[src/rtl/dma_flag_pkg.sv]
package dma_flag_pkg;

   localparam int FLAGS_PER_CH = 4;

   localparam int FLG_GLB = 0;
   localparam int FLG_TC  = 1;
   localparam int FLG_HT  = 2;
   localparam int FLG_ERR = 3;

   typedef struct packed {
      logic err;
      logic ht;
      logic tc;
      logic glb;
   } chan_flags_t;

   typedef struct packed {
      logic err;
      logic ht;
      logic tc;
   } chan_evt_t;

endpackage

[src/rtl/dma_flag_chan.sv]
module dma_flag_chan
   import dma_flag_pkg::*;
#(
   parameter bit SET_WINS = 1'b1
) (
   input  logic        clk,
   input  logic        rst_n,
   input  chan_evt_t   evt,
   input  chan_flags_t clr,
   output chan_flags_t flags
);

   chan_flags_t set_v;
   chan_flags_t clr_v;
   chan_flags_t nxt;

   always_comb begin
      set_v.glb = evt.tc | evt.ht | evt.err;
      set_v.tc  = evt.tc;
      set_v.ht  = evt.ht;
      set_v.err = evt.err;
      clr_v.glb = clr.glb;
      clr_v.tc  = clr.glb | clr.tc;
      clr_v.ht  = clr.glb | clr.ht;
      clr_v.err = clr.glb | clr.err;
   end

   generate
      if (SET_WINS) begin : g_set_wins
         always_comb nxt = set_v | (flags & ~clr_v);
      end else begin : g_clr_wins
         always_comb nxt = (flags | set_v) & ~clr_v;
      end
   endgenerate

   always_ff @(posedge clk or negedge rst_n) begin
      if (!rst_n) flags <= '0;
      else        flags <= nxt;
   end

endmodule

[src/rtl/dma_flag_bus_dec.sv]
module dma_flag_bus_dec #(
   parameter int NUM_CH   = 5,
   parameter int ADDR_W   = 8,
   parameter int DATA_W   = 32,
   parameter int STAT_OFS = 0,
   parameter int CLR_OFS  = 4
) (
   input  logic                  bus_wr,
   input  logic [ADDR_W-1:0]     bus_addr,
   input  logic [DATA_W-1:0]     bus_wdata,
   input  logic [4*NUM_CH-1:0]   status,
   output logic [4*NUM_CH-1:0]   clr_pulse,
   output logic [DATA_W-1:0]     bus_rdata
);

   localparam int STAT_W = 4 * NUM_CH;
   localparam logic [ADDR_W-1:0] STAT_A = ADDR_W'(STAT_OFS);
   localparam logic [ADDR_W-1:0] CLR_A  = ADDR_W'(CLR_OFS);

   initial begin
      if (STAT_OFS == CLR_OFS)
         $error("dma_flag_bus_dec: status and clear offsets coincide");
      if ((STAT_OFS % 4) != 0 || (CLR_OFS % 4) != 0)
         $error("dma_flag_bus_dec: offsets must be word aligned");
   end

   logic hit_clr;
   logic hit_stat;

   assign hit_clr  = (bus_addr == CLR_A);
   assign hit_stat = (bus_addr == STAT_A);

   always_comb begin
      clr_pulse = '0;
      if (bus_wr && hit_clr) clr_pulse = bus_wdata[STAT_W-1:0];
   end

   generate
      if (DATA_W > STAT_W) begin : g_pad
         always_comb begin
            bus_rdata = '0;
            if (hit_stat) bus_rdata = {{(DATA_W-STAT_W){1'b0}}, status};
         end
      end else begin : g_nopad
         always_comb begin
            bus_rdata = '0;
            if (hit_stat) bus_rdata = status;
         end
      end
   endgenerate

endmodule

[src/rtl/dma_flag_irq.sv]
module dma_flag_irq
   import dma_flag_pkg::*;
#(
   parameter int NUM_CH = 5
) (
   input  logic [4*NUM_CH-1:0] status,
   input  logic [NUM_CH-1:0]   ie_tc,
   input  logic [NUM_CH-1:0]   ie_ht,
   input  logic [NUM_CH-1:0]   ie_err,
   output logic [NUM_CH-1:0]   irq
);

   for (genvar c = 0; c < NUM_CH; c++) begin : g_ch
      chan_flags_t f;
      assign f = status[4*c +: 4];
      assign irq[c] = (f.tc & ie_tc[c]) | (f.ht & ie_ht[c]) | (f.err & ie_err[c]);
   end

endmodule

[src/rtl/dma_irq_flag_bank.sv]
module dma_irq_flag_bank
   import dma_flag_pkg::*;
#(
   parameter int NUM_CH   = 5,
   parameter int ADDR_W   = 8,
   parameter int DATA_W   = 32,
   parameter int STAT_OFS = 0,
   parameter int CLR_OFS  = 4,
   parameter bit SET_WINS = 1'b1
) (
   input  logic              clk,
   input  logic              rst_n,
   input  logic              bus_wr,
   input  logic [ADDR_W-1:0] bus_addr,
   input  logic [DATA_W-1:0] bus_wdata,
   output logic [DATA_W-1:0] bus_rdata,
   input  logic [NUM_CH-1:0] evt_tc,
   input  logic [NUM_CH-1:0] evt_ht,
   input  logic [NUM_CH-1:0] evt_err,
   input  logic [NUM_CH-1:0] ie_tc,
   input  logic [NUM_CH-1:0] ie_ht,
   input  logic [NUM_CH-1:0] ie_err,
   output logic [NUM_CH-1:0] irq
);

   localparam int STAT_W = FLAGS_PER_CH * NUM_CH;

   initial begin
      if (NUM_CH < 1) $error("dma_irq_flag_bank: NUM_CH must be at least 1");
      if (DATA_W < STAT_W) $error("dma_irq_flag_bank: DATA_W too small for status");
      if ((1 << ADDR_W) <= CLR_OFS || (1 << ADDR_W) <= STAT_OFS)
         $error("dma_irq_flag_bank: offsets do not fit ADDR_W");
   end

   logic [STAT_W-1:0] flag_q;
   logic [STAT_W-1:0] clr_pulse;

   dma_flag_bus_dec #(
      .NUM_CH  (NUM_CH),
      .ADDR_W  (ADDR_W),
      .DATA_W  (DATA_W),
      .STAT_OFS(STAT_OFS),
      .CLR_OFS (CLR_OFS)
   ) u_dec (
      .bus_wr   (bus_wr),
      .bus_addr (bus_addr),
      .bus_wdata(bus_wdata),
      .status   (flag_q),
      .clr_pulse(clr_pulse),
      .bus_rdata(bus_rdata)
   );

   for (genvar c = 0; c < NUM_CH; c++) begin : g_ch
      chan_evt_t   ev;
      chan_flags_t cl;
      chan_flags_t fl;
      assign ev.tc  = evt_tc[c];
      assign ev.ht  = evt_ht[c];
      assign ev.err = evt_err[c];
      assign cl     = clr_pulse[FLAGS_PER_CH*c +: FLAGS_PER_CH];
      dma_flag_chan #(.SET_WINS(SET_WINS)) u_chan (
         .clk  (clk),
         .rst_n(rst_n),
         .evt  (ev),
         .clr  (cl),
         .flags(fl)
      );
      assign flag_q[FLAGS_PER_CH*c +: FLAGS_PER_CH] = fl;
   end

   dma_flag_irq #(.NUM_CH(NUM_CH)) u_irq (
      .status(flag_q),
      .ie_tc (ie_tc),
      .ie_ht (ie_ht),
      .ie_err(ie_err),
      .irq   (irq)
   );

endmodule

[config.mk]
export PLATFORM = sky130hd
export DESIGN_NAME = dma_irq_flag_bank
export DESIGN_NICKNAME = d
export VERILOG_FILES = /design/src/rtl/dma_flag_pkg.sv /design/src/rtl/dma_flag_chan.sv /design/src/rtl/dma_flag_bus_dec.sv /design/src/rtl/dma_flag_irq.sv /design/src/rtl/dma_irq_flag_bank.sv
export SDC_FILE = /design/constraint.sdc
export NUM_CORES = 1
export LEC_CHECK = 0
export BUFFER_PORTS_ARGS = -buffer_cell sky130_fd_sc_hd__buf_2
export CAP_MARGIN = 20
export CORE_MARGIN = 2
export CORE_UTILIZATION = 41
export CTS_CLUSTER_DIAMETER = 30
export DETAILED_ROUTE_END_ITERATION = 10
export PLACE_DENSITY_LB_ADDON = 0.3
export SETUP_SLACK_MARGIN = 0.4
export SYNTH_ARGS = -nofsm -noshare
export SYNTH_HDL_FRONTEND = slang
export SYNTH_SLANG_ARGS = --single-unit
[constraint.sdc]
create_clock -name clk -period 2.7 [get_ports clk]
set_clock_uncertainty 0.1 [all_clocks]
set_input_delay 0.27 -clock clk [delete_from_list [all_inputs] [get_ports clk]]
set_output_delay 0.27 -clock clk [all_outputs]
set_load 0.02 [all_outputs]
==> impl_results.md, run 1 <==
- Final hold vios: 0
- Final worst path period share: 79.9%
- CTS Root Cell: clkbuf_4
- Tmin final: 2.16 ns
- Largest reg by FF count: g_ch.u_chan.flags
- CTS tree: built
- Initial core utilization: 43.2%
- Grt ovf: 0
- First-pass GRT wire length: 5110 um
- Final setup fails: 0
- Vias in the first global route: 1,204
- Worst EP arrival: 1.79 ns
- Io pins: 110
- Drt total wl: 3470 um
- Total power: 0.561 mW
- Detailed placement HPWL: 2580 um
- Max reg flops: 20
- Max cap viols: 0
- Syn Area/Cell: 8.45 sq um
- Syn-to-layout area delta: 31.2%
- Top cells by area, synth: dfrtp_1, and2_1, nor2_1
- CTS Buffer Depth: 2
- Seq cells post-synth: 20
- Initial antenna violation count: 0
- CP max FO: 15
- PD cells: 324 nW/um^2
- Postcts setup bufs: 0
- Fraction of layout cells with a size suffix above 1: 39.0%
- Vias: 1,392
- Die area: 3690 sq um
- Peak VDD IR: 0.165 mV
- Yosys warns: 0
- Asr flop ratio synth: 100%
- Fmax: 0.463 GHz
- Ys flop type: dfrtp_1
- H-tree levels: 1
- Most common cell in the netlist: nor2_1
- Pin count of the biggest net entering global routing: 22
- Pleak: 0.797 nW
- Placed instance count: 276
- Core ar.: 3050 sq um
- Syn Inst Count: 156
- Net count reported at finish: 311
- Die outline width: 60.7 um
- Biggest regs: g_ch.u_chan.flags: 20 flops
- Kind of critical path: input pin to output port
- Clock transition at path regs: 0.11 ns
- Vias per Instance: 4.97
- Gpl congestion: 0.787
- Hold crit path type: input pin to flop
- Layout Cells excl Fill: 280
- ANT cells: 0
- ANT nets after route: 0
- DIE HEIGHT: 60.7 um
- Clk_lat worst skew: 0.29 ns
- Post-synth EDFFs: 0
- TritonCTS buffer count: 3
- Clk sinks: 20
- Critical Path Start Type: input pin
- Unrepaired setup endpoints after global routing: no
- Routed wire per std cell: 12.4 um
- Crit. End Element: output port
- Status: finished, final reports clean
- DRC viols: 0
- Sequential area share after synthesis: 38.0%
- Mapped Area: 1320 sq um
- Post-synth top area share: 38.0%
- Pins Over Slew Limit: 0
- PortBufs: 85
- Netlist cell types: 19
- Row cnt: 20
- Pre-antenna DRT Iters: 5
- Total global-route track usage: 18.4%
- Critical Path RT: 2.33 ns
- Final TNS setup: 0 ns
- Largest area contributor in the netlist: dfrtp_1
- Initial DRC Count: 46
- Commonest cells post-synth: nor2_1, and2_1, dfrtp_1, a31oi_1, nor3b_1
==> layout by cell type (no fill, tap or decap) <==
master,n
buf_2,85
nor2_1,30
and2_1,20
dfrtp_1,20
nor3b_1,15
a31oi_1,15
conb_1,12
nor3_1,5
nand3_1,5
o31ai_1,5
nand2_1,5
a222oi_1,5
inv_1,5
clkbuf_4,3
or4_4,1
or3_1,1
nor2_4,1
nor3_4,1
dlygate4sd3_1,1
buf_4,1
==> cells by family (layout without fill, tap and decap cells) <==
group	count (synthesis)	count (layout)	share of synthesized area, %
flops	20	20	38.0
buf+inv	26	95	12.8
simple gates	84	84	35.2
other cells	1	12	0.284
compound gates	25	25	13.8
==> layout make-up <==
cell class	instances	area, sq um
Clock buffer	3	22.5
Fill cell	320	1320
Inverter	5	18.8
Multi-Input combinational cell	121	691
Sequential cell	20	500
Tap cell	44	55.1
Timing Repair Buffer	87	443
==> critical path, stage by stage <==
cell    delay (ns)
buf_2         0.09
or4_4         0.61
nor3_4        0.26
buf_4         0.23
and2_1        0.15
buf_2         0.16
==> per-stage QoR <==
stage                     area, sq um  hold WS, ns  utilization [%]  setup WS (ns)
after floorplan                  1360       -0.126                -          0.849
after global placement           1700        0.146             55.6          0.530
after detailed placement         1700        0.157             55.6          0.525
after CTS                        1730       0.0816             56.7          0.524
after global routing             1730       0.0830             56.7          0.452
final                            1730       0.0879             56.7          0.542
==> worst paths after layout <==
| kind | from | endpoint | slack (ns) | cells after the start |
|---|---|---|---|---|
| max reg2reg | g_ch[4].u_chan.flags[2] | g_ch[4].u_chan.flags[2] | 1.89 | 2 |
| max in group asynchronous | rst_n | g_ch[0].u_chan.flags[2] | 1.83 | 2 |
| min in group asynchronous | rst_n | g_ch[2].u_chan.flags[2] | 0.35 | 2 |
| min reg2reg | g_ch[3].u_chan.flags[0] | g_ch[3].u_chan.flags[0] | 0.40 | 2 |
| max | bus_addr[7] | bus_rdata[16] | 0.54 | 6 |
| min | evt_err[3] | g_ch[3].u_chan.flags[0] | 0.09 | 3 |
==> report_power, final <==
group	internal (mW)	switching [mW]	leakage, nW
Sequential	0.300	0.000320	0.175
Combinational	0.0499	0.0700	0.608
Clock	0.0519	0.0893	0.0138
==> what timing repair did <==
item	CTS	global route
endpoints found under the hold margin	20	0
resized for setup	0	0
hold buffers	1	0
==> per-layer routing <==
layer,vias up,routed length [um],global-route usage (%)
met5,-,0,0
met4,0,18,6.52
met3,2,275,2.35
met2,65,1650,33.2
met1,637,1520,22.5
li1,688,-,-
(Power assumes the default switching activity.)
==> run 2, diff against run 1 <==
--- a/config.mk
+++ b/config.mk
@@ -8,7 +8,7 @@
 export BUFFER_PORTS_ARGS = -buffer_cell sky130_fd_sc_hd__buf_2
 export CAP_MARGIN = 20
 export CORE_MARGIN = 2
-export CORE_UTILIZATION = 41
+export CORE_UTILIZATION = 38
 export CTS_CLUSTER_DIAMETER = 30
 export DETAILED_ROUTE_END_ITERATION = 10
 export PLACE_DENSITY_LB_ADDON = 0.3
==> constraint.sdc (replaced) <==
create_clock -name clk -period 2.16 [get_ports clk]
set_clock_uncertainty 0.1 [all_clocks]
set_input_delay 0.216 -clock clk [delete_from_list [all_inputs] [get_ports clk]]
set_output_delay 0.216 -clock clk [all_outputs]
set_load 0.02 [all_outputs]
==> run 2 against run 1 <==
Net effect:
- die area increased by 7.4%
- core utilization increased by 2.9 points
- critical path type unchanged
- clock power increased by 21%
- largest power group unchanged
- global-route usage decreased by 1.9 points
- critical path depth increased by 1
- sequential power increased by 25%
- flip-flop and latch count unchanged
- critical endpoint is now bus_rdata[5]
- hold slack got worse by 0.049 ns
- register-to-register slack got worse by 0.54 ns
- sequential share of layout area decreased by 3.8 points
- design area increased by 15%
==> impl_results.md, run 2 (synthesized netlist as in run 1, its figures left out) <==
- Gpl congestion: 0.716
- Initial antenna violation count: 0
- Setup crit start: bus_addr[0]
- Peak VDD IR: 0.176 mV
- Tmin final: 1.83 ns
- Grt ovf: 0
- Biggest regs: g_ch.u_chan.flags: 20 flops
- ANT cells: 0
- Status: finished, final reports clean
- Area of placed instances: 1720 sq um
- Pins Over Slew Limit: 0
- CTS Buffer Depth: 2
- TritonCTS buffer count: 3
- Pin count of the biggest net entering global routing: 22
- Fraction of layout cells with a size suffix above 1: 49.0%
- Initial core utilization: 39.5%
- CP Cell Sequence: buf_6 -> or4_4 -> nor3_4 -> buf_6 -> buf_6 -> and2_4 -> buf_6
- Drt total wl: 3690 um
- Detailed placement HPWL: 2540 um
- CTS Root Cell: clkbuf_4
- Crit. End Element: output port
- Post-route cell area: 1990 sq um
- Row cnt: 21
- Setup slack after layout: 0.326 ns
- Met1 usage: 21.0%
- Die outline width: 62.9 um
- Worst EP arrival: 1.52 ns
- Routed wire per std cell: 12.8 um
- Final setup fails: 0
- Clk sinks: 20
- CP dominant cell by count: buf_6
- Max cap viols: 0
- DRC viols: 0
- Core ar.: 3340 sq um
- Unrepaired setup endpoints after global routing: yes
- PD cells: 352 nW/um^2
- Setup Slack @ Placement: 0.313 ns
- Commonest non-fill, non-tap cells in the layout: buf_2, nor2_1, buf_6, and2_4, dfrtp_1
- Final hold vios: 0
- WHS: 0.0387 ns
- Hold crit path type: input pin to flop
- M3 GR Usage: 3.60%
- Die area: 3960 sq um
- Kind of critical path: input pin to output port
- CTS tree: built
- Met2 Usage GRT: 27.5%
- Largest reg by FF count: g_ch.u_chan.flags
- Io pins: 110
- First-pass GRT wire length: 5310 um
- GRT busiest layer: met2
- Initial DRC Count: 57
- Clock transition at path regs: 0.10 ns
- CP max FO: 5
- DIE HEIGHT: 62.9 um
- Vias in the first global route: 1,202
- PortBufs: 85
- Hold_sp: evt_err[1]
- Vias: 1,424
- Net count reported at finish: 318
- Total power: 0.701 mW
- Pre-antenna DRT Iters: 4
- Fmax: 0.545 GHz
- Critical Path Start Type: input pin
- Final worst path period share: 84.9%
- Pleak: 0.877 nW
- Max incr delay on CP: 0.54 ns
- H-tree levels: 1
- ANT nets after route: 0
- Max reg flops: 20
- Final TNS setup: 0 ns
- Commonest non-fill, non-tap cell in the layout: buf_2
- Syn-to-layout area delta: 50.9%
- Clk_lat worst skew: 0.29 ns
- Reg2Reg Launch Point: g_ch[4].u_chan.flags[2]
- Critical-path top delay cell: or4_4
- Critical Path RT: 1.84 ns
- Vias per Instance: 4.93
- Total global-route track usage: 16.5%
==> run 2: cell types whose count changed in the layout (fill, tap and decap cells not counted) <==
cell / before / now
and2_1: 20 / 0
and2_4: 0 / 20
buf_2: 85 / 64
buf_4: 1 / 2
buf_6: 0 / 27
==> run 2: cell type report <==
type	instances	area, sq um
sequential	20	500
multi-input combinational	121	741
clock buffer	3	22.5
inverter	5	18.8
timing repair buffer	94	649
fill	335	1350
tap	46	57.6
==> run 2: worst max-delay path, delay by kind of cell <==
family / cells / cell delay [ns]
buffers and inverters: 4 / 0.46
and+or+nand+nor: 3 / 0.85
==> run 2: per-layer routing <==
metal	up-vias	routed length, um
met3	4	284
met4	0	31
met1	645	1610
met5	-	0
li1	706	-
met2	69	1760
==> run 2: worst paths after layout <==
check,slack (ns),to,cells after the start
worst max-delay path,0.33,bus_rdata[5],7
worst min-delay path,0.04,g_ch[1].u_chan.flags[0],3
worst max register to register,1.35,g_ch[4].u_chan.flags[2],2
worst min register to register,0.40,g_ch[2].u_chan.flags[0],2
max in group asynchronous,1.35,g_ch[3].u_chan.flags[1],2
min in group asynchronous,0.29,g_ch[2].u_chan.flags[3],2
==> run 2: where the power goes <==
group / switching, mW / internal, mW
logic: 0.0880 / 0.0678
registers: 0.000432 / 0.375
clock network: 0.105 / 0.0649
==> run 2: repair_timing <==
action | 4_1_cts | 5_1_grt
hold endpoints to repair | 20 | 0
pin swaps | 0 | 8
cloned | 0 | 2
gates resized for setup | 2 | 66
setup endpoints to repair | 20 | 20
setup buffers | 0 | 2
hold buffers | 1 | 0
==> run 2: through the flow <==
stage	instances	util [%]
floorplan	167	-
global placement	281	51.6
detailed placement	281	51.6
CTS	285	52.8
global route	289	59.6
finish	289	59.6
